--- src/rtl/uart_tx_pkg.sv ---
package uart_tx_pkg;

   typedef enum logic [2:0] {
      ST_IDLE,
      ST_START,
      ST_DATA,
      ST_PAR,
      ST_STOP,
      ST_BRK
   } tx_state_e;

   typedef struct packed {
      logic nine;
      logic par_en;
      logic par_odd;
      logic two_stop;
   } frame_cfg_t;

endpackage

--- src/rtl/uart_tx_baud.sv ---
module uart_tx_baud #(
   parameter int DIV_W = 8
) (
   input  logic             clk,
   input  logic             rst_n,
   input  logic             run,
   input  logic             clr,
   input  logic [DIV_W-1:0] divisor,
   output logic             bit_end
);

   logic [DIV_W-1:0] cnt_q;

   assign bit_end = run & (cnt_q == divisor);

   // Restarted at every frame start; wraps at every bit boundary.
   always_ff @(posedge clk or negedge rst_n) begin
      if (!rst_n) begin
         cnt_q <= '0;
      end else if (clr || !run || (cnt_q == divisor)) begin
         cnt_q <= '0;
      end else begin
         cnt_q <= cnt_q + DIV_W'(1);
      end
   end

endmodule

--- src/rtl/uart_tx_hold.sv ---
module uart_tx_hold #(
   parameter int DATA_W = 8
) (
   input  logic            clk,
   input  logic            rst_n,
   input  logic            en,
   input  logic            stat_rd,
   input  logic            data_wr,
   input  logic [DATA_W:0] wr_word,
   input  logic            take_direct,
   input  logic            take_buf,
   input  logic            start_brk,
   input  logic            start_any,
   input  logic            frame_done,
   output logic            wr_ok,
   output logic            pend,
   output logic [DATA_W:0] buf_word,
   output logic            idle
);

   logic armed_q;

   assign wr_ok = en & data_wr & armed_q & ~pend;

   always_ff @(posedge clk or negedge rst_n) begin
      if (!rst_n) begin
         armed_q  <= 1'b0;
         pend     <= 1'b0;
         buf_word <= '0;
         idle     <= 1'b1;
      end else if (!en) begin
         armed_q <= 1'b0;
         pend    <= 1'b0;
         idle    <= 1'b1;
      end else begin
         // A status read arms exactly one following data strobe.
         armed_q <= stat_rd | (armed_q & ~data_wr);
         if (wr_ok && !take_direct) begin
            pend     <= 1'b1;
            buf_word <= wr_word;
         end else if (take_buf) begin
            pend <= 1'b0;
         end
         if (wr_ok || start_brk) begin
            idle <= 1'b0;
         end else if (frame_done && !start_any) begin
            idle <= 1'b1;
         end
      end
   end

endmodule

--- src/rtl/uart_tx_shift.sv ---
module uart_tx_shift
   import uart_tx_pkg::*;
#(
   parameter int DATA_W     = 8,
   parameter int BREAK_BITS = 13,
   parameter int CNT_W      = 4
) (
   input  logic            clk,
   input  logic            rst_n,
   input  logic            en,
   input  logic            bit_end,
   input  logic            brk_req,
   input  frame_cfg_t      cfg,
   input  logic            wr_ok,
   input  logic [DATA_W:0] wr_word,
   input  logic            pend,
   input  logic [DATA_W:0] buf_word,
   output logic            start_brk,
   output logic            take_buf,
   output logic            take_direct,
   output logic            start_any,
   output logic            frame_done,
   output logic            busy,
   output logic            brk_busy,
   output logic            line
);

   localparam logic [CNT_W-1:0] LAST_LO  = CNT_W'(DATA_W - 1);
   localparam logic [CNT_W-1:0] LAST_HI  = CNT_W'(DATA_W);
   localparam logic [CNT_W-1:0] BRK_LAST = CNT_W'(BREAK_BITS - 1);

   tx_state_e        state_q;
   logic [DATA_W:0]  shreg_q;
   logic             par_q;
   frame_cfg_t       cfg_q;
   logic             is_brk_q;
   logic [CNT_W-1:0] bcnt_q;
   logic             scnt_q;
   logic             free;
   logic [DATA_W:0]  load_word;
   logic [DATA_W:0]  par_mask;
   logic             par_n;
   logic [CNT_W-1:0] last_bit;

   assign busy       = (state_q != ST_IDLE);
   assign brk_busy   = is_brk_q & busy;
   assign frame_done = (state_q == ST_STOP) & bit_end & (~cfg_q.two_stop | scnt_q);
   assign free       = ~busy | frame_done;

   // Priority at a free slot: break, then the queued word, then a fresh write.
   assign start_brk   = en & free & brk_req;
   assign take_buf    = en & free & ~brk_req & pend;
   assign take_direct = en & free & ~brk_req & ~pend & wr_ok;
   assign start_any   = start_brk | take_buf | take_direct;

   assign load_word = take_buf ? buf_word : wr_word;
   assign par_mask  = {cfg.nine, {DATA_W{1'b1}}};
   assign par_n     = (^(load_word & par_mask)) ^ cfg.par_odd;
   assign last_bit  = cfg_q.nine ? LAST_HI : LAST_LO;

   always_ff @(posedge clk or negedge rst_n) begin
      if (!rst_n) begin
         state_q  <= ST_IDLE;
         shreg_q  <= '0;
         par_q    <= 1'b0;
         cfg_q    <= '0;
         is_brk_q <= 1'b0;
         bcnt_q   <= '0;
         scnt_q   <= 1'b0;
      end else if (!en) begin
         state_q  <= ST_IDLE;
         is_brk_q <= 1'b0;
      end else if (start_any) begin
         state_q  <= ST_START;
         shreg_q  <= load_word;
         par_q    <= par_n;
         cfg_q    <= cfg;
         is_brk_q <= start_brk;
         bcnt_q   <= '0;
         scnt_q   <= 1'b0;
      end else if (frame_done) begin
         state_q  <= ST_IDLE;
         is_brk_q <= 1'b0;
      end else if (bit_end) begin
         unique case (state_q)
            ST_START: begin
               state_q <= is_brk_q ? ST_BRK : ST_DATA;
               bcnt_q  <= '0;
            end
            ST_DATA: begin
               shreg_q <= {1'b0, shreg_q[DATA_W:1]};
               if (bcnt_q == last_bit) begin
                  state_q <= cfg_q.par_en ? ST_PAR : ST_STOP;
               end else begin
                  bcnt_q <= bcnt_q + CNT_W'(1);
               end
            end
            ST_PAR: begin
               state_q <= ST_STOP;
            end
            ST_STOP: begin
               scnt_q <= 1'b1;
            end
            ST_BRK: begin
               if (bcnt_q == BRK_LAST) begin
                  bcnt_q <= '0;
                  if (!brk_req) begin
                     state_q <= ST_STOP;
                  end
               end else begin
                  bcnt_q <= bcnt_q + CNT_W'(1);
               end
            end
            default: state_q <= ST_IDLE;
         endcase
      end
   end

   always_comb begin
      unique case (state_q)
         ST_START: line = 1'b0;
         ST_DATA:  line = shreg_q[0];
         ST_PAR:   line = par_q;
         ST_BRK:   line = 1'b0;
         default:  line = 1'b1;
      endcase
   end

endmodule

--- src/rtl/uart_tx_buffered.sv ---
module uart_tx_buffered
   import uart_tx_pkg::*;
#(
   parameter int DATA_W     = 8,
   parameter int DIV_W      = 8,
   parameter int BREAK_BITS = 13,
   parameter bit REG_OUT    = 1'b0
) (
   input  logic              clk,
   input  logic              rst_n,
   input  logic              tx_enable,
   input  logic [DIV_W-1:0]  divisor,
   input  logic              nine_bit,
   input  logic              parity_en,
   input  logic              parity_odd,
   input  logic              two_stop,
   input  logic              break_req,
   input  logic              irq_enable,
   input  logic              stat_rd,
   input  logic              data_wr,
   input  logic [DATA_W-1:0] wr_byte,
   input  logic              wr_bit8,
   output logic              txd,
   output logic              buf_empty,
   output logic              tx_idle,
   output logic              irq
);

   localparam int MAX_CNT = (DATA_W + 1 > BREAK_BITS) ? DATA_W + 1 : BREAK_BITS;
   localparam int CNT_W   = $clog2(MAX_CNT + 1);

   if (DATA_W < 5 || DATA_W > 16) begin : g_bad_data_w
      $error("DATA_W must lie in 5..16");
   end
   if (DIV_W < 1 || DIV_W > 24) begin : g_bad_div_w
      $error("DIV_W must lie in 1..24");
   end
   if (BREAK_BITS < 1) begin : g_bad_break
      $error("BREAK_BITS must be at least 1");
   end

   frame_cfg_t      cfg;
   logic [DATA_W:0] wr_word;
   logic [DATA_W:0] buf_word;
   logic            wr_ok, pend;
   logic            start_brk, take_buf, take_direct, start_any;
   logic            frame_done, busy, brk_busy, line;
   logic            bit_end;

   assign cfg     = '{nine: nine_bit, par_en: parity_en, par_odd: parity_odd, two_stop: two_stop};
   assign wr_word = {wr_bit8, wr_byte};

   uart_tx_baud #(.DIV_W(DIV_W)) u_baud (
      .clk     (clk),
      .rst_n   (rst_n),
      .run     (busy),
      .clr     (start_any),
      .divisor (divisor),
      .bit_end (bit_end)
   );

   uart_tx_hold #(.DATA_W(DATA_W)) u_hold (
      .clk         (clk),
      .rst_n       (rst_n),
      .en          (tx_enable),
      .stat_rd     (stat_rd),
      .data_wr     (data_wr),
      .wr_word     (wr_word),
      .take_direct (take_direct),
      .take_buf    (take_buf),
      .start_brk   (start_brk),
      .start_any   (start_any),
      .frame_done  (frame_done),
      .wr_ok       (wr_ok),
      .pend        (pend),
      .buf_word    (buf_word),
      .idle        (tx_idle)
   );

   uart_tx_shift #(
      .DATA_W     (DATA_W),
      .BREAK_BITS (BREAK_BITS),
      .CNT_W      (CNT_W)
   ) u_shift (
      .clk         (clk),
      .rst_n       (rst_n),
      .en          (tx_enable),
      .bit_end     (bit_end),
      .brk_req     (break_req),
      .cfg         (cfg),
      .wr_ok       (wr_ok),
      .wr_word     (wr_word),
      .pend        (pend),
      .buf_word    (buf_word),
      .start_brk   (start_brk),
      .take_buf    (take_buf),
      .take_direct (take_direct),
      .start_any   (start_any),
      .frame_done  (frame_done),
      .busy        (busy),
      .brk_busy    (brk_busy),
      .line        (line)
   );

   if (REG_OUT) begin : g_line_reg
      logic txd_q;
      always_ff @(posedge clk or negedge rst_n) begin
         if (!rst_n) begin
            txd_q <= 1'b1;
         end else begin
            txd_q <= tx_enable ? line : 1'b1;
         end
      end
      assign txd = txd_q;
   end else begin : g_line_comb
      assign txd = line;
   end

   assign buf_empty = ~pend;
   assign irq       = irq_enable & tx_enable & ~pend & ~brk_busy;

endmodule

--- config.mk ---
export PLATFORM = sky130hd
export DESIGN_NAME = uart_tx_buffered
export DESIGN_NICKNAME = d
export VERILOG_FILES = /design/src/rtl/uart_tx_pkg.sv /design/src/rtl/uart_tx_baud.sv /design/src/rtl/uart_tx_hold.sv /design/src/rtl/uart_tx_shift.sv /design/src/rtl/uart_tx_buffered.sv
export SDC_FILE = /design/constraint.sdc
export NUM_CORES = 1
export LEC_CHECK = 0
export ABC_AREA = 1
export BUFFER_PORTS_ARGS = -buffer_cell sky130_fd_sc_hd__buf_4
export CORE_UTILIZATION = 45
export CTS_BUF_LIST = sky130_fd_sc_hd__clkbuf_4 sky130_fd_sc_hd__clkbuf_8 sky130_fd_sc_hd__clkbuf_16
export CTS_CLUSTER_DIAMETER = 80
export CTS_CLUSTER_SIZE = 20
export DETAILED_ROUTE_END_ITERATION = 12
export PLACE_DENSITY = 0.63
export SLEW_MARGIN = 5
export SYNTH_ARGS = -nofsm -noshare
export SYNTH_HDL_FRONTEND = slang
export SYNTH_SLANG_ARGS = --single-unit
--- constraint.sdc ---
create_clock -name clk -period 3.3 [get_ports clk]
set_input_delay 0.66 -clock clk [delete_from_list [all_inputs] [get_ports clk]]
set_output_delay 0.66 -clock clk [all_outputs]
set_load 0.02 [all_outputs]
==> results by group <==
Worst setup path
  – Worst path required time: 3.49 ns
  – Reg-to-reg startpoint: u_baud.cnt_q[4]
  – Worst path cell trace: buf_4, xnor2_1, nand2_1, nor2_1, nand3_2, nand2_2, nand4_4, or2_1, nand3_1, nand2_1, nand2_1, nand3_1, nand2_1, nand2_1, nand3_1, nand2_1
  – CP startpoint: divisor[6]
  – CP max-delay cell: or2_1
  – Crit path arrival time: 2.62 ns
  – CP endpoint kind: flop
  – Critical path's largest stage delay: between 0.3 and 0.4 ns
  – Max Fanout on Critical Path: 22
  – CP dominant cell by count: nand2_1
  – Crit Path Category: input port to flop
  – Worst setup SP type: input port

STA
  – Worst Skew: roughly 0.006 ns
  – Worst-Margin Slew: 0.596 ns
  – Worst slew margin relative to its limit: 60.1%
  – Setup TNS: 0 ns
  – Maximum clock frequency: 413 MHz
  – Post-route clock period utilization: 73.4%
  – RSZ-0062 raised after global routing: no
  – Hold Slack: 0.345 ns
  – Final hold vios: 0
  – Final Max Slew Viols: 0
  – Final setup violation count: 0
  – Crit path time final: 2.42 ns

Routing
  – DR vias/cell: between 4 and 5
  – First drt pass iteration count: 4
  – Detail Route Antenna Nets: 0
  – DRT iter0 DRCs: 83
  – DRT Wirelength: between 5000 and 6000 um
  – Wirelength per Cell: 11.3 um
  – Via count: 2283
  – DRC: 0

CTS
  – Post-CTS setup buffers: 0
  – Htree depth: 2
  – TritonCTS clock tree: built
  – Clock-pin slew on the worst setup and hold paths: 0.08 ns
  – Cts repair resizes: 0
  – Clk Latency, worst-skew pair: 0.29 ns
  – CTS root buf: clkbuf_8
  – CTS Hold Buffers Added: 0
  – Total CTS buffers: 5
  – CTS Sinks: 42
  – CTS max path bufs: 2

Power and ir drop
  – Pwr Total: between 1 and 1.5 mW
  – Worst IR Drop VDD: about 190 uV
  – Pwr per Cell Area: 485 nW/um^2
  – Leakage: 1.52 nW

Floorplan
  – Die height: 77.6 um
  – Die ar.: 6010 sq um
  – Rows: 27
  – I/O Pins: 32
  – DIE WIDTH: between 70 and 80 um
  – Starting Density: 46.6%
  – Core Region: 5510 sq um

Yosys
  – Average size of a mapped cell: 7.20 sq um
  – Area leader, netlist: dfrtp_1
  – Seq/Total Area, Yosys: 41.0%
  – Library cells used by synthesis: 35
  – Synth area leaders: dfrtp_1, nand2_1, inv_1, nand3_1, o21ai_0
  – Synth top area share: 39.9%
  – Post-Syn Instances: 357
  – Synthesis warning total: 0
  – Syn nets: 388
  – Post-synthesis register bit count: 42
  – Post-Syn Area: 2570 sq um

Placement
  – Detail Placement HPWL: approximately 4000 um
  – Port Buf Inserts: 31
  – Placed insts: 455
  – GPL Wtd Cong: 0.821
  – Placement Cell Area: 2860 sq um

GRT
  – GRT Overall Usage: 19.6%
  – Initial antenna violation count: 0
  – First-pass GRT wire length: 9310 um
  – GRT overflow: 0
  – Vias in the first global route: 2150
  – Largest net degree at the start of global routing: 43

Run
  – Max cap viols: 0

Worst hold path
  – Min-Delay Path Class: input port to async pin

Finish
  – NumNets Final: 421
  – Design area: a little under 3000 sq um
  – N_diodes: 0
  – Finished Layout Cells: 462
  – Share of layout cells above drive strength 1: between 10% and 20%
  – Layout Area Growth over Synthesis: 14.3%

Run status
  – Status: finished, final reports clean
==> registers in the layout (all words and copies together), names as in the netlist, 3 cells and up <==
name             count
u_shift.shreg_q      9
u_shift.cfg_q        3
u_hold.buf_word      9
u_shift.state_q      3
u_baud.cnt_q         8
u_shift.bcnt_q       4
==> per-stage QoR <==
step	util, %	worst slack (ns)
5_1_grt	53.3	0.663
3_3_place_gp	51.9	0.645
2_1_floorplan	-	1.14
6_report	53.3	0.877
3_5_place_dp	51.9	0.571
4_1_cts	53.3	0.883
==> kinds of logic after synthesis <==
kind of cell / Yosys count / synth area share [%]
xor+xnor: 8 / 2.73
mux: 1 / 0.438
flops: 42 / 41.0
fa+ha+maj: 3 / 1.46
simple gates: 190 / 33.1
buf+inv: 59 / 9.35
compound gates: 54 / 11.9
==> synth_stat cells <==
| library cell | number |
|---|---|
| o211ai_1 | 3 |
| nor3_4 | 1 |
| nand2_2 | 5 |
| ha_1 | 3 |
| a31o_2 | 1 |
| or2_1 | 1 |
| nor3b_1 | 3 |
| nor2_4 | 1 |
| xor2_1 | 3 |
| a32o_1 | 1 |
| mux2_2 | 1 |
| nand3_2 | 1 |
| a211oi_1 | 1 |
| clkbuf_1 | 1 |
| inv_2 | 9 |
| nand2_1 | 109 |
| inv_1 | 44 |
| nand4_1 | 4 |
| buf_6 | 2 |
| dfstp_2 | 1 |
| nor4_1 | 1 |
| nor3_1 | 6 |
| xnor2_1 | 5 |
| nor2_1 | 26 |
| a22oi_1 | 1 |
| a2111oi_0 | 1 |
| o21ai_1 | 5 |
| nand4_4 | 1 |
| nand3_1 | 24 |
| nor2_2 | 7 |
| dfrtp_1 | 41 |
| o21ai_0 | 21 |
| o21ai_2 | 3 |
| buf_2 | 3 |
| a21oi_1 | 17 |
==> worst max-delay path, delay by kind of cell <==
| family | cells | cell delay, ns |
|---|---|---|
| buf+inv | 1 | 0.11 |
| simple gates | 14 | 1.71 |
| xor+xnor | 1 | 0.15 |
==> cell type report <==
cell class,count,area (sq um)
clock buffer,5,68.8
clock inverter,2,10.0
fill,558,2570
inverter,53,199
multi-input combinational,256,1280
sequential,42,1050
tap,72,90.1
timing repair buffer,32,240
==> path summary, 6_finish.rpt <==
| kind | end | slack (ns) | depth (start not counted) |
|---|---|---|---|
| setup / recovery | u_shift.par_q | 0.88 | 16 |
| hold / removal | u_baud.cnt_q[4] | 0.34 | 1 |
| setup reg to reg | u_shift.par_q | 0.92 | 17 |
| hold reg to reg | u_shift.cfg_q[0] | 0.48 | 2 |
| max in group asynchronous | u_hold.idle | 2.58 | 1 |
| min in group clk | u_shift.cfg_q[0] | 0.48 | 2 |
==> cell usage in the layout, fill, tap and decap left out, types with 3 or more instances in the layout <==
master    count
buf_4        32
clkbuf_8      5
inv_1        44
nand2_2       5
inv_2         9
o21ai_0      21
nand2_1     109
nand4_1       4
xnor2_1       5
nor2_2        7
o21ai_1       5
o21ai_2       3
a21oi_1      17
nor3_1        6
dfrtp_1      41
nor2_1       26
ha_1          3
nand3_1      24
o211ai_1      3
xor2_1        3
nor3b_1       3
==> where the power goes <==
group	switching, mW	total [mW]	internal [mW]
Combinational	0.240	0.391	0.151
Sequential	0.0805	0.712	0.632
Clock	0.178	0.320	0.142
Total	0.498	1.42	0.925
==> metal layers <==
metal | GRT usage (%) | vias up | share of wire, %
met1 | 24.2 | 1037 | 47
li1 | - | 1202 | -
met2 | 33.7 | 38 | 49
met5 | 0 | - | 0
met3 | 3.88 | 6 | 3.1
met4 | 7.17 | 0 | 1.1
(Power assumes the default switching activity.)
